$ cat src/rtl/smcfg_pkg.sv
package smcfg_pkg;
  localparam int BYTE_W = 8;

  typedef enum logic [1:0] {
    RX_IDLE  = 2'd0,
    RX_SHIFT = 2'd1,
    RX_ACK   = 2'd2,
    RX_SKIP  = 2'd3
  } rx_state_t;

  typedef struct packed {
    logic [1:0] in_rng;
    logic [1:0] out_rng;
    logic [2:0] width;
    logic       spread_on;
  } ctl_t;
endpackage

$ cat src/rtl/smcfg_bus_event.sv
module smcfg_bus_event (
  input  logic clk,
  input  logic rst_n,
  input  logic scl_i,
  input  logic sda_i,
  output logic scl_rise_o,
  output logic scl_fall_o,
  output logic start_o,
  output logic stop_o
);
  logic scl_q, sda_q;

  always_ff @(posedge clk or negedge rst_n) begin
    if (!rst_n) begin
      scl_q <= 1'b1;
      sda_q <= 1'b1;
    end else begin
      scl_q <= scl_i;
      sda_q <= sda_i;
    end
  end

  // data edges while the clock line stays high mark bus conditions
  assign scl_rise_o = scl_i & ~scl_q;
  assign scl_fall_o = ~scl_i & scl_q;
  assign start_o    = scl_i & scl_q & sda_q & ~sda_i;
  assign stop_o     = scl_i & scl_q & ~sda_q & sda_i;
endmodule

$ cat src/rtl/smcfg_frame_rx.sv
module smcfg_frame_rx
  import smcfg_pkg::*;
#(
  parameter logic [BYTE_W-1:0] DEV_ADDR    = 8'hD2,
  parameter int                FRAME_BYTES = 11,
  localparam int               IDX_W       = $clog2(FRAME_BYTES),
  localparam int               BIT_W       = $clog2(BYTE_W + 1)
) (
  input  logic              clk,
  input  logic              rst_n,
  input  logic              sda_i,
  input  logic              scl_rise_i,
  input  logic              scl_fall_i,
  input  logic              start_i,
  input  logic              stop_i,
  output logic              sda_drive_o,
  output logic              byte_vld_o,
  output logic [IDX_W-1:0]  byte_idx_o,
  output logic [BYTE_W-1:0] byte_dat_o,
  output logic              commit_o
);
  localparam logic [IDX_W-1:0] LAST_IDX = IDX_W'(FRAME_BYTES - 1);
  localparam logic [BIT_W-1:0] FULL_CNT = BIT_W'(BYTE_W);

  rx_state_t         state;
  logic [BIT_W-1:0]  bit_cnt;
  logic [IDX_W-1:0]  byte_cnt;
  logic [BYTE_W-1:0] shreg;
  logic              byte_done, addr_bad;

  assign byte_done = (state == RX_SHIFT) && scl_fall_i && (bit_cnt == FULL_CNT);
  assign addr_bad  = (byte_cnt == '0) && (shreg != DEV_ADDR);

  always_ff @(posedge clk or negedge rst_n) begin
    if (!rst_n) begin
      state       <= RX_IDLE;
      bit_cnt     <= '0;
      byte_cnt    <= '0;
      shreg       <= '0;
      sda_drive_o <= 1'b0;
      byte_vld_o  <= 1'b0;
      byte_idx_o  <= '0;
      byte_dat_o  <= '0;
      commit_o    <= 1'b0;
    end else begin
      byte_vld_o <= 1'b0;
      commit_o   <= 1'b0;
      if (start_i) begin
        state       <= RX_SHIFT;
        bit_cnt     <= '0;
        byte_cnt    <= '0;
        sda_drive_o <= 1'b0;
      end else if (stop_i) begin
        state       <= RX_IDLE;
        sda_drive_o <= 1'b0;
      end else begin
        unique case (state)
          RX_SHIFT: begin
            if (scl_rise_i && bit_cnt != FULL_CNT) begin
              shreg   <= {shreg[BYTE_W-2:0], sda_i};
              bit_cnt <= bit_cnt + 1'b1;
            end
            if (byte_done) begin
              if (addr_bad) begin
                state <= RX_SKIP;
              end else begin
                state       <= RX_ACK;
                sda_drive_o <= 1'b1;
                byte_vld_o  <= 1'b1;
                byte_idx_o  <= byte_cnt;
                byte_dat_o  <= shreg;
              end
            end
          end
          RX_ACK: begin
            if (scl_fall_i) begin
              sda_drive_o <= 1'b0;
              bit_cnt     <= '0;
              if (byte_cnt == LAST_IDX) begin
                state    <= RX_SKIP;
                commit_o <= 1'b1;
              end else begin
                state    <= RX_SHIFT;
                byte_cnt <= byte_cnt + 1'b1;
              end
            end
          end
          default: ;
        endcase
      end
    end
  end
endmodule

$ cat src/rtl/smcfg_regfile.sv
module smcfg_regfile
  import smcfg_pkg::*;
#(
  parameter int                HDR_BYTES = 3,
  parameter int                CTL_IDX   = 4,
  parameter int                WID_IDX   = 5,
  parameter logic [BYTE_W-1:0] CTL_DEF   = 8'h00,
  parameter logic [BYTE_W-1:0] WID_DEF   = 8'h30,
  parameter int                IDX_W     = 4,
  localparam int               KEEP      = 2
) (
  input  logic                        clk,
  input  logic                        rst_n,
  input  logic                        byte_vld_i,
  input  logic [IDX_W-1:0]            byte_idx_i,
  input  logic [BYTE_W-1:0]           byte_dat_i,
  input  logic                        commit_i,
  output logic [KEEP-1:0][BYTE_W-1:0] live_o
);
  for (genvar g = 0; g < KEEP; g++) begin : g_keep
    localparam int                SLOT = HDR_BYTES + ((g == 0) ? CTL_IDX : WID_IDX);
    localparam logic [BYTE_W-1:0] DEFV = (g == 0) ? CTL_DEF : WID_DEF;
    logic [BYTE_W-1:0] stage;

    always_ff @(posedge clk or negedge rst_n) begin
      if (!rst_n) begin
        stage     <= DEFV;
        live_o[g] <= DEFV;
      end else begin
        if (byte_vld_i && (byte_idx_i == IDX_W'(SLOT))) stage <= byte_dat_i;
        if (commit_i) live_o[g] <= stage;
      end
    end
  end
endmodule

$ cat src/rtl/smcfg_ctl_select.sv
module smcfg_ctl_select
  import smcfg_pkg::*;
(
  input  logic sw_sel_i,
  input  ctl_t sw_ctl_i,
  input  ctl_t pin_ctl_i,
  input  logic pll_stop_i,
  input  logic ref_en_i,
  input  logic mod_en_i,
  input  logic ref_clk_i,
  input  logic mod_clk_i,
  output ctl_t eff_ctl_o,
  output logic pll_stop_o,
  output logic ref_clk_o,
  output logic mod_clk_o
);
  always_comb begin
    eff_ctl_o  = sw_sel_i ? sw_ctl_i : pin_ctl_i;
    pll_stop_o = pll_stop_i;
    // a disabled output is driven low, never released
    ref_clk_o  = ref_clk_i & ref_en_i;
    mod_clk_o  = mod_clk_i & mod_en_i;
  end
endmodule

$ cat src/rtl/smcfg_top.sv
module smcfg_top
  import smcfg_pkg::*;
#(
  parameter logic [BYTE_W-1:0] DEV_ADDR  = 8'hD2,
  parameter int                HDR_BYTES = 3,
  parameter int                NUM_DATA  = 8,
  parameter int                CTL_IDX   = 4,
  parameter int                WID_IDX   = 5,
  parameter logic [BYTE_W-1:0] CTL_DEF   = 8'h00,
  parameter logic [BYTE_W-1:0] WID_DEF   = 8'h30
) (
  input  logic       clk,
  input  logic       rst_n,
  input  logic       scl_i,
  input  logic       sda_i,
  output logic       sda_drive_o,
  input  logic [1:0] pin_in_range_i,
  input  logic [1:0] pin_out_range_i,
  input  logic [2:0] pin_width_i,
  input  logic       pin_spread_n_i,
  input  logic       ref_clk_i,
  input  logic       mod_clk_i,
  output logic [1:0] in_range_o,
  output logic [1:0] out_range_o,
  output logic [2:0] width_o,
  output logic       spread_en_o,
  output logic       pll_stop_o,
  output logic       ref_clk_o,
  output logic       mod_clk_o
);
  localparam int FRAME_BYTES = HDR_BYTES + NUM_DATA;
  localparam int IDX_W       = $clog2(FRAME_BYTES);

  logic scl_rise, scl_fall, start_det, stop_det;
  logic byte_vld, commit;
  logic [IDX_W-1:0]       byte_idx;
  logic [BYTE_W-1:0]      byte_dat;
  logic [1:0][BYTE_W-1:0] cfg_live;
  ctl_t sw_ctl, pin_ctl, eff_ctl;

  smcfg_bus_event u_evt (
    .clk(clk), .rst_n(rst_n), .scl_i(scl_i), .sda_i(sda_i),
    .scl_rise_o(scl_rise), .scl_fall_o(scl_fall),
    .start_o(start_det), .stop_o(stop_det)
  );

  smcfg_frame_rx #(.DEV_ADDR(DEV_ADDR), .FRAME_BYTES(FRAME_BYTES)) u_rx (
    .clk(clk), .rst_n(rst_n), .sda_i(sda_i),
    .scl_rise_i(scl_rise), .scl_fall_i(scl_fall),
    .start_i(start_det), .stop_i(stop_det),
    .sda_drive_o(sda_drive_o), .byte_vld_o(byte_vld),
    .byte_idx_o(byte_idx), .byte_dat_o(byte_dat), .commit_o(commit)
  );

  smcfg_regfile #(
    .HDR_BYTES(HDR_BYTES), .CTL_IDX(CTL_IDX), .WID_IDX(WID_IDX),
    .CTL_DEF(CTL_DEF), .WID_DEF(WID_DEF), .IDX_W(IDX_W)
  ) u_regs (
    .clk(clk), .rst_n(rst_n), .byte_vld_i(byte_vld),
    .byte_idx_i(byte_idx), .byte_dat_i(byte_dat),
    .commit_i(commit), .live_o(cfg_live)
  );

  // field positions of the control and width/enable bytes
  assign sw_ctl.in_rng    = cfg_live[0][6:5];
  assign sw_ctl.out_rng   = cfg_live[0][4:3];
  assign sw_ctl.width     = {cfg_live[1][7], cfg_live[1][6], cfg_live[1][2]};
  assign sw_ctl.spread_on = ~cfg_live[0][0];

  assign pin_ctl.in_rng    = pin_in_range_i;
  assign pin_ctl.out_rng   = pin_out_range_i;
  assign pin_ctl.width     = pin_width_i;
  assign pin_ctl.spread_on = ~pin_spread_n_i;

  smcfg_ctl_select u_sel (
    .sw_sel_i(cfg_live[0][2]), .sw_ctl_i(sw_ctl), .pin_ctl_i(pin_ctl),
    .pll_stop_i(cfg_live[0][1]), .ref_en_i(cfg_live[1][5]),
    .mod_en_i(cfg_live[1][4]), .ref_clk_i(ref_clk_i), .mod_clk_i(mod_clk_i),
    .eff_ctl_o(eff_ctl), .pll_stop_o(pll_stop_o),
    .ref_clk_o(ref_clk_o), .mod_clk_o(mod_clk_o)
  );

  assign in_range_o  = eff_ctl.in_rng;
  assign out_range_o = eff_ctl.out_rng;
  assign width_o     = eff_ctl.width;
  assign spread_en_o = eff_ctl.spread_on;
endmodule

$ cat config.mk
export PLATFORM = sky130hd
export DESIGN_NAME = smcfg_top
export DESIGN_NICKNAME = d
export VERILOG_FILES = /design/src/rtl/smcfg_pkg.sv /design/src/rtl/smcfg_bus_event.sv /design/src/rtl/smcfg_frame_rx.sv /design/src/rtl/smcfg_regfile.sv /design/src/rtl/smcfg_ctl_select.sv /design/src/rtl/smcfg_top.sv
export SDC_FILE = /design/constraint.sdc
export NUM_CORES = 1
export LEC_CHECK = 0
export ABC_AREA = 1
export BUFFER_PORTS_ARGS = -buffer_cell sky130_fd_sc_hd__buf_2
export CORE_MARGIN = 1.5
export CORE_UTILIZATION = 50
export DETAILED_ROUTE_END_ITERATION = 8
export PLACE_DENSITY_LB_ADDON = 0.12
export SYNTH_ARGS = -nofsm -noshare
export SYNTH_HDL_FRONTEND = slang
export SYNTH_SLANG_ARGS = --single-unit
$ cat constraint.sdc
create_clock -name clk -period 1.65 [get_ports clk]
set_input_delay 0.2475 -clock clk [delete_from_list [all_inputs] [get_ports clk]]
set_output_delay 0.2475 -clock clk [all_outputs]
set_load 0.1 [all_outputs]
==> flow_summary.ini, run 1 <==
[status]
status = finished, final reports clean

[logic_synthesis]
syn_inst = 296
synth_ff_type = dfrtp_1
synthMostInstantiatedCell = nand2_1
synthTopCellsByArea = dfrtp_1 49%, nand2_1 11%, o21ai_0 7.8%
synth_edf_count = 0
synth_fp_nets = 317
synthArstFlopShare_pct = 100
syn-cell-area_um2 = 2690
yosysUniqueCellTypes = 29
synth_top_cell_area_share_pct = 49.2
synth_seq_cells = 59
seq_area_frac_synth_pct = 55.1
synth.largest_area_cell = dfrtp_1
yosys_warnings = 0
synth_common_cells = 81 x nand2_1, 53 x dfrtp_1, 42 x o21ai_0
avgSynthCellArea_um2 = 9.10

[power]
p_per_area_nw_per_um2 = 1350
power_mw = 4.56
worst_ir_drop_vdd_mv = 0.893
leakage_nw = 1.63

[clocking]
cts_made_buffers = 9
post-cts-setup-buffers = 0
cts_root_buf = clkbuf_8
clkTransAtPathRegs_ps = 60
clkSinkCount = 59
clkLatencyLatePin_ps = 340
cts_htree_levels = 3
clockBufferDepth = 2
cts_tree = yes

[drt]
ant_nets = 0
drc = 0
first_pass_iters = 4
num_vias = 2004
avgViaCountPerCell = 4.92
dr.first_iter.drc_count = 104
wire_per_inst_um = 11.7
routed_wl_mm = 4.75

[timing]
slew_violations = 0
fin_crit_ps = 1570
setup_viol = 0
holdWs_ps = 45.2
clock_skew_ps = 7.92
rsz0062_at_grt = yes
relSlewSlack_pct = 64.6
fmax_ghz = 0.637
worst_pin_slew_ps = 531
final_hold_viol_count = 0
min_period_over_period_pct = 95.1

[min_path]
hold_start = scl_i
worstHoldPathType = input port to flip-flop

[cells_and_area]
nets = 353
n_fill_cell = 429
drive_gt1_share_pct = 24.6
final_core_util_pct = 65.7
multi_input_area_um2 = 1060
num_antenna_cells = 0
areaGrowthSynthToFinish_pct = 25.4
seqCellArea_um2 = 1480

[setup_path]
cp-end-kind = output port
slowest_stage = dfrtp_1
endpoint = width_o[1]
r2r_slack_ps = 160
cp.required_ps = 1400
path_cells = inv_2 -> buf_6 -> nand2_1 -> o21ai_2 -> clkbuf_16
r2r-start = u_rx.byte_cnt[1]
crit_type = flip-flop to output port
startpoint = u_regs.live_o[2]
cp_max_fo = 9
crit_arrival_ps = 1320
start_kind = flip-flop
reg2regPathDepth = 7
max_stage_delay_ps = 400
r2r-end = u_rx.byte_idx_o[2]

[grt]
grt_usage_pct = 18.5
grt.overflow.total = 0
antenna_found_initial = 0
grt_pass1_wl_mm = 8.44
grt_max_degree = 45
grt_pass1_vias = 1976

[place]
place.gp.congestion = 0.827
dp_hpwl_mm = 3.27
port_buffers = 25

[floorplan]
start_util_pct = 52.4
coreArea_um2 = 5140
rows = 26
die_y_um = 76.4
die_area_um2 = 5840
pin_count = 26
dieWidth_um = 76.4

[job]
cap_violations = 0
-- metrics by stage --
stage          setup slack [ps]  std cells  area, µm²  setup TNS [ps]
2_1_floorplan              -408        296       2700           -2540
3_3_place_gp               85.6        389       3030               0
3_5_place_dp               83.6        389       3030               0
4_1_cts                    12.8        406       3280               0
5_1_grt                   -11.2        407       3380           -11.2
6_report                   80.4        407       3380               0
-- cells in the final DEF, fill, tap and decap left out, types with 2 or more instances in the layout --
cell	netlist	final
xor2_1	3	3
nand2_1	81	80
nor2_1	8	8
bufinv_16	0	3
mux2_2	6	6
o21ai_1	13	14
inv_2	1	3
nor3_1	2	2
nand4_1	2	2
clkbuf_4	0	3
o21ai_2	2	9
dfrtp_1	53	53
buf_12	0	3
clkinv_2	0	2
buf_2	2	15
dfstp_2	6	6
nand3_2	3	3
nand2_2	1	2
clkbuf_8	0	10
buf_4	1	2
nand3_1	12	12
clkbuf_16	0	6
ha_1	7	7
nor2_4	2	2
inv_1	38	36
o21ai_0	42	34
-- cells by family (layout without fill, tap and decap cells) --
family | after synthesis | count (layout) | share of synthesized area [%]
fa+ha+maj | 7 | 7 | 3.25
buf+inv | 46 | 87 | 6.92
flops | 59 | 59 | 55.1
compound gates | 59 | 59 | 11.4
mux | 6 | 6 | 2.51
xor+xnor | 3 | 3 | 0.976
simple gates | 116 | 116 | 19.9
-- power by group --
group / switching [mW] / total [mW] / leakage [nW] / internal (mW)
Sequential: 0.156 / 1.79 / 0.780 / 1.63
Clock: 0.544 / 1.58 / 0.123 / 1.04
Combinational: 0.773 / 1.18 / 0.728 / 0.412
-- per-layer routing --
metal,wire [µm],global-route usage (%),share of wire (%),vias to the layer above
met5,0,0,0,-
met4,103,8.89,2.2,0
met3,174,5.15,3.7,12
met2,2330,31.6,49,37
met1,2150,21.4,45,933
li1,-,-,-,1022
-- cell type report --
cell class                      count  area share [%]
Multi-Input combinational cell    191            31.3
Clock inverter                      5            2.96
Timing Repair Buffer               32            10.6
Clock buffer                       11            4.19
Inverter                           39            4.33
Sequential cell                    59            43.9
Tap cell                           70            2.59
-- critical path, delay by kind of cell (launching register included) --
kind | cells | cell delay, ps
compound gates | 1 | 80
buf+inv | 3 | 420
flops | 1 | 400
simple gates | 1 | 70
-- worst min-delay path by stage --
stage	end	slack (ps)	cells past startpoint
4_1_cts	u_evt.scl_q	30	1
3_3_place_gp	u_rx.sda_drive_o	190	1
2_1_floorplan	u_regs.g_keep[0].stage[0]	-50	0
5_1_grt	u_evt.scl_q	30	1
6_report	u_evt.scl_q	50	1
3_5_place_dp	u_rx.state[0]	190	1
-- state kept, by name, summed over array words and instances (netlist names), 2 cells and up --
name                 cells
u_rx.bit_cnt             4
u_regs.g_keep.stage     12
u_regs.live_o           12
u_rx.byte_idx_o          4
u_rx.state               2
u_rx.byte_cnt            4
u_rx.byte_dat_o          8
u_rx.shreg               8
-- repair_timing --
action                     CTS  global route
gates resized for setup      0            20
setup endpoints to repair    0            19
hold buffers                 1             0
hold endpoints to repair    11             0
No activity file was read; power rests on OpenSTA's default activity.
==> run 2: changes to the inputs <==
--- a/config.mk
+++ b/config.mk
@@ -8,2 +8,3 @@
 export ABC_AREA = 1
+export ABC_CLOCK_PERIOD_IN_PS = 1650
 export BUFFER_PORTS_ARGS = -buffer_cell sky130_fd_sc_hd__buf_2
==> constraint.sdc (replaced) <==
create_clock -name clk -period 1.65 [get_ports clk]
set_input_delay 0.495 -clock clk [delete_from_list [all_inputs] [get_ports clk]]
set_output_delay 0.495 -clock clk [all_outputs]
set_load 0.1 [all_outputs]
==> run 2 against run 1 <==
Compared with the run above:
- the run now ends with setup timing left
- fmax shrank 11%
- critical path type unchanged
- critical endpoint is now out_range_o[0]
- cell count grew 0.74%
- power shrank 1.8%
- combinational power is essentially flat
==> flow_summary.ini, run 2 (same netlist as run 1, synthesis figures left out) <==
[drt]
wl_met3_um = 126
dr.first_iter.drc_count = 80
wire_per_inst_um = 12.0
drc = 0
avgViaCountPerCell = 4.88
wirelength_met1_mm = 2.19
ant_nets = 0
dr.max_layer_used = met4
met2_length_mm = 2.54
first_pass_iters = 5
routed_wl_mm = 4.90
num_vias = 2000

[floorplan]
pin_count = 26
start_util_pct = 52.4
coreArea_um2 = 5140
rows = 26
dieWidth_um = 76.4
die_y_um = 76.4
die_area_um2 = 5840

[setup_path]
cp_max_fo = 5
path_delay_family = flip-flops
cp-end-kind = output port
critPathBufInv = 3
max_stage_delay_ps = 410
path_cells = inv_4 -> buf_6 -> o21ai_4 -> buf_12
cp.required_ps = 1150
crit_arrival_ps = 1280
slowest_stage = dfrtp_2
start_kind = flip-flop
crit_type = flip-flop to output port

[clocking]
cts_tree = yes
clkLatencyLatePin_ps = 330
holdBufCountCts = 0
clkSinkCount = 59
cts_made_buffers = 9
clockBufferDepth = 2
cts_htree_levels = 3
post-cts-setup-buffers = 0
cts_root_buf = clkbuf_8
clkTransAtPathRegs_ps = 70

[grt]
antenna_found_initial = 0
grt.overflow.total = 0
grt_max_degree = 47
grt_pass1_wl_mm = 9.01
grt_usage_pct = 19.3
grt_pass1_vias = 2159

[place]
preCtsSetupSlack_ps = 40.2
dp_hpwl_mm = 3.49
port_buffers = 25
post_dp_cell_area_um2 = 3180
place.gp.congestion = 0.826

[cells_and_area]
areaGrowthSynthToFinish_pct = 28.1
n_fill_cell = 462
layout.cells.most_common = nand2_1
num_antenna_cells = 0
mostFrequentLayoutCells = 77 x nand2_1, 52 x dfrtp_1, 34 x inv_1, 34 x o21ai_0, 15 x buf_2
seqCellArea_um2 = 1490
largest_registers = u_regs.g_keep.stage x12, u_regs.live_o x12
nets = 356
stdcell_area_um2 = 3450
drive_gt1_share_pct = 27.6
multi_input_area_um2 = 1130

[power]
p_per_area_nw_per_um2 = 1300
seqPwrFrac_pct = 40.0
p_clk_share_pct = 33.1
power_frac_comb_pct = 26.9
worst_ir_drop_vdd_mv = 1.05
leakage_nw = 1.62
switching_share_pct = 33.5
p_sw_mw = 1.50
internal_power_mw = 2.98

[status]
status = complete, but fails checks
violations = setup timing

[job]
cap_violations = 0

[timing]
final_hold_viol_count = 0
setup_viol = 8
fin_crit_ps = 1770
fmax_ghz = 0.565
min_period_over_period_pct = 107
holdWs_ps = 56.3
slew_violations = 0
rsz0062_at_grt = yes
clock_skew_ps = 8.38
setup_ws_ps = -121
worst_pin_slew_ps = 484
relSlewSlack_pct = 68.0

[min_path]
worstHoldPathType = input port to async pin
[run 2: cell types whose count changed in the layout (fill, tap and decap cells not counted), sizes merged]
cell / previous run / this run
clkinvlp: 0 / 2
clkbuf: 20 / 12
buf: 22 / 34
clkinv: 2 / 1
dlygate4sd3: 1 / 0
bufinv: 3 / 2
[run 2: power by group through the flow]
stage / Clock (mW) / Sequential, mW / Combinational [mW]
after detailed placement: 0 / 1.81 / 1.17
after CTS: 1.50 / 1.78 / 1.19
after global placement: 0 / 1.79 / 1.14
final: 1.48 / 1.79 / 1.21
after global routing: 1.57 / 1.82 / 1.37
after floorplan: 0 / 1.86 / 0.805
[run 2: final timing paths]
kind                                  start                end  slack [ps]  cells after the start
min in group clk                      scl_i        u_evt.scl_q         300                      1
setup / recovery           u_regs.live_o[2]     out_range_o[0]        -120                      4
setup reg to reg            u_rx.bit_cnt[0]   u_rx.sda_drive_o         130                      9
hold / removal                        rst_n      u_rx.shreg[0]          60                      1
max in group asynchronous             rst_n  u_regs.live_o[12]         990                      2
hold reg to reg            u_rx.sda_drive_o   u_rx.sda_drive_o         480                      2
[run 2: through the flow]
stage | std cells | utilization, % | setup TNS (ps) | total power, mW
3_5_place_dp | 393 | 61.9 | 0 | 2.98
3_3_place_gp | 393 | 61.9 | 0 | 2.93
6_report | 410 | 67.1 | -875 | 4.48
5_1_grt | 410 | 67.1 | -1240 | 4.75
4_1_cts | 410 | 66.8 | -1080 | 4.47
2_1_floorplan | 296 | - | -1910 | 2.67
[run 2: cell type report]
type / count / area share [%]
clock buffer: 12 / 4.50
clock inverter: 4 / 2.10
inverter: 39 / 4.32
multi-input combinational: 191 / 32.8
sequential: 59 / 43.1
tap: 70 / 2.54
timing repair buffer: 34 / 10.5
timing repair inverter: 1 / 0.218
[run 2: metal layers]
layer / vias up / GRT usage (%)
li1: 1024 / -
met1: 936 / 21.7
met2: 34 / 35.4
met3: 6 / 3.35
met4: 0 / 9.07
met5: - / 0
[run 2: what timing repair did]
item,in CTS,in global routing
pin swaps,5,1
setup endpoints to repair,10,22
cloned,1,0
resized for setup,8,6
==> run 3: changes to the inputs <==
Settings changed: ABC_CLOCK_PERIOD_IN_PS 1650 to 2200, CELL_PAD_IN_SITES_DETAIL_PLACEMENT from default to 1, CELL_PAD_IN_SITES_GLOBAL_PLACEMENT from default to 1, CORE_UTILIZATION 50 to 48, REMOVE_ABC_BUFFERS from default to 1.
Clock period 1.65 ns to 2.2 ns, I/O delays scaled along.
==> run 3 against run 2 <==
Compared with the run above:
- clock power fell by 39%
- die area rose by 4.0%
- utilization decreased by 7.8 points
- sequential power shrank 26%
- critical endpoint is now width_o[2]
- worst hold slack improved by 250 ps
- critical path depth shrank 1
- largest cell class unchanged
- via count rose by 2.4%
- the flow now finishes without violations
- clock-buffer cell count is 1 higher
- power decreased by 30%
- non-clock buffer count fell by 7
- clock skew shrank 1.6 ps
- first-iteration DRC count fell by 46%
==> flow_summary.ini, run 3 (same netlist as run 1, synthesis figures left out) <==
[status]
status = finished, final reports clean

[drt]
drc = 0
wirelength_met1_mm = 2.22
first_pass_iters = 4
ant_nets = 0
dr.max_layer_used = met4
met2_length_mm = 2.82
num_vias = 2047
avgViaCountPerCell = 5.07
wl_met3_um = 151
wire_per_inst_um = 13.2
routed_wl_mm = 5.33
dr.first_iter.drc_count = 43

[cells_and_area]
layout.cells.most_common = nand2_1
nets = 349
areaGrowthSynthToFinish_pct = 20.5
drive_gt1_share_pct = 22.0
stdcell_area_um2 = 3250
instances_no_fill = 404
largest_registers = u_regs.g_keep.stage x12, u_regs.live_o x12
mostFrequentLayoutCells = 81 x nand2_1, 52 x dfrtp_1, 37 x inv_1
n_fill_cell = 654
num_antenna_cells = 0

[place]
dp_hpwl_mm = 3.71
post_dp_cell_area_um2 = 3050
port_buffers = 25
place.gp.congestion = 0.770
dp.cells = 388

[timing]
worst_pin_slew_ps = 568
final_hold_viol_count = 0
fin_crit_ps = 2100
setup_viol = 0
rsz0062_at_grt = yes
slew_violations = 0
clock_skew_ps = 6.73
relSlewSlack_pct = 62.1
fmax_ghz = 0.476
fin_setup_tns_ps = 0
holdWs_ps = 306
min_period_over_period_pct = 95.4

[grt]
grt_pass1_vias = 2158
grt_pass1_wl_mm = 9.49
grt_usage_pct = 20.3
antenna_found_initial = 0
grt_max_degree = 60
grt.overflow.total = 0

[clocking]
cts_root_buf = clkbuf_8
post-cts-setup-buffers = 0
clkSinkCount = 59
cts_tree = yes
clkTransAtPathRegs_ps = 70
clkLatencyLatePin_ps = 340
cts_made_buffers = 9
cts_htree_levels = 3
clockBufferDepth = 2

[setup_path]
start_kind = flip-flop
crit_type = flip-flop to output port
crit_arrival_ps = 1440
cp.required_ps = 1540
cp_max_fo = 8
cp-end-kind = output port

[floorplan]
die_y_um = 77.9
rows = 27
die_area_um2 = 6070
pin_count = 26
coreArea_um2 = 5470
dieWidth_um = 77.9
start_util_pct = 49.2

[power]
switching_share_pct = 35.6
p_clk_share_pct = 28.9
worst_ir_drop_vdd_mv = 0.618
power_mw = 3.11
seqPwrFrac_pct = 42.8
p_per_area_nw_per_um2 = 959
p_sw_mw = 1.11
power_frac_comb_pct = 28.3
internal_power_mw = 2.01
leakage_nw = 1.55

[min_path]
worstHoldPathType = input port to async pin

[job]
cap_violations = 0
[run 3: cell count changes in the layout (fill, tap and decap cells not counted), moves of 2 or more]
cell       change
buf_4          -5
nand2_1        +4
inv_1          +3
o21ai_2        +2
o21ai_4        -8
bufinv_16      -2
o21ai_1        +5
nand2_2        -4
inv_2          -3
buf_6          -2
[run 3: layout make-up]
type	instances	area [µm²]	area share [%]
sequential	59	1490	45.8
multi-input combinational	191	1030	31.8
timing repair buffer	27	303	9.33
clock buffer	13	169	5.20
inverter	39	150	4.63
tap	72	90.1	2.78
clock inverter	2	10.0	0.308
timing repair inverter	1	7.51	0.231
[run 3: through the flow]
stage	worst slack (ps)	util [%]
after floorplan	-1220	-
after global routing	-5.30	59.3
final	100	59.3
after global placement	286	55.7
after CTS	-29.4	58.9
after detailed placement	268	55.7
[run 3: worst paths after layout]
path / start / endpoint / slack [ps] / depth (start not counted)
min: rst_n / u_rx.sda_drive_o / 310 / 2
min in group clk: scl_i / u_evt.scl_q / 450 / 1
max: u_regs.live_o[2] / width_o[2] / 100 / 3
max reg2reg: u_rx.byte_cnt[0] / u_rx.byte_dat_o[4] / 400 / 8
min reg2reg: u_rx.sda_drive_o / u_rx.sda_drive_o / 480 / 2
max in group asynchronous: rst_n / u_regs.live_o[12] / 1580 / 2
[run 3: repair_timing]
item                                    in CTS  in global routing
hold buffers                                 0                  0
endpoints found under the setup margin       6                  7
gates resized for setup                      0                 12
cloned                                       0                  1
[run 3: critical path, cell delays in order (launching register included)]
cell and delay, ps:
dfrtp_2 430, clkinvlp_4 200, o21ai_1 260, buf_12 210
[run 3: power groups by stage]
stage	registers [mW]	clock network [mW]	logic (mW)
after floorplan	1.40	0	0.588
after detailed placement	1.35	0	0.875
after global routing	1.35	0.950	1.01
after CTS	1.33	0.918	0.900
after global placement	1.35	0	0.849
final	1.33	0.899	0.881
[run 3: layer usage]
metal / up-vias / global-route usage, %
met4: 0 / 11.1
met1: 991 / 23.1
met2: 34 / 36.1
met5: - / 0
met3: 14 / 3.65
li1: 1008 / -
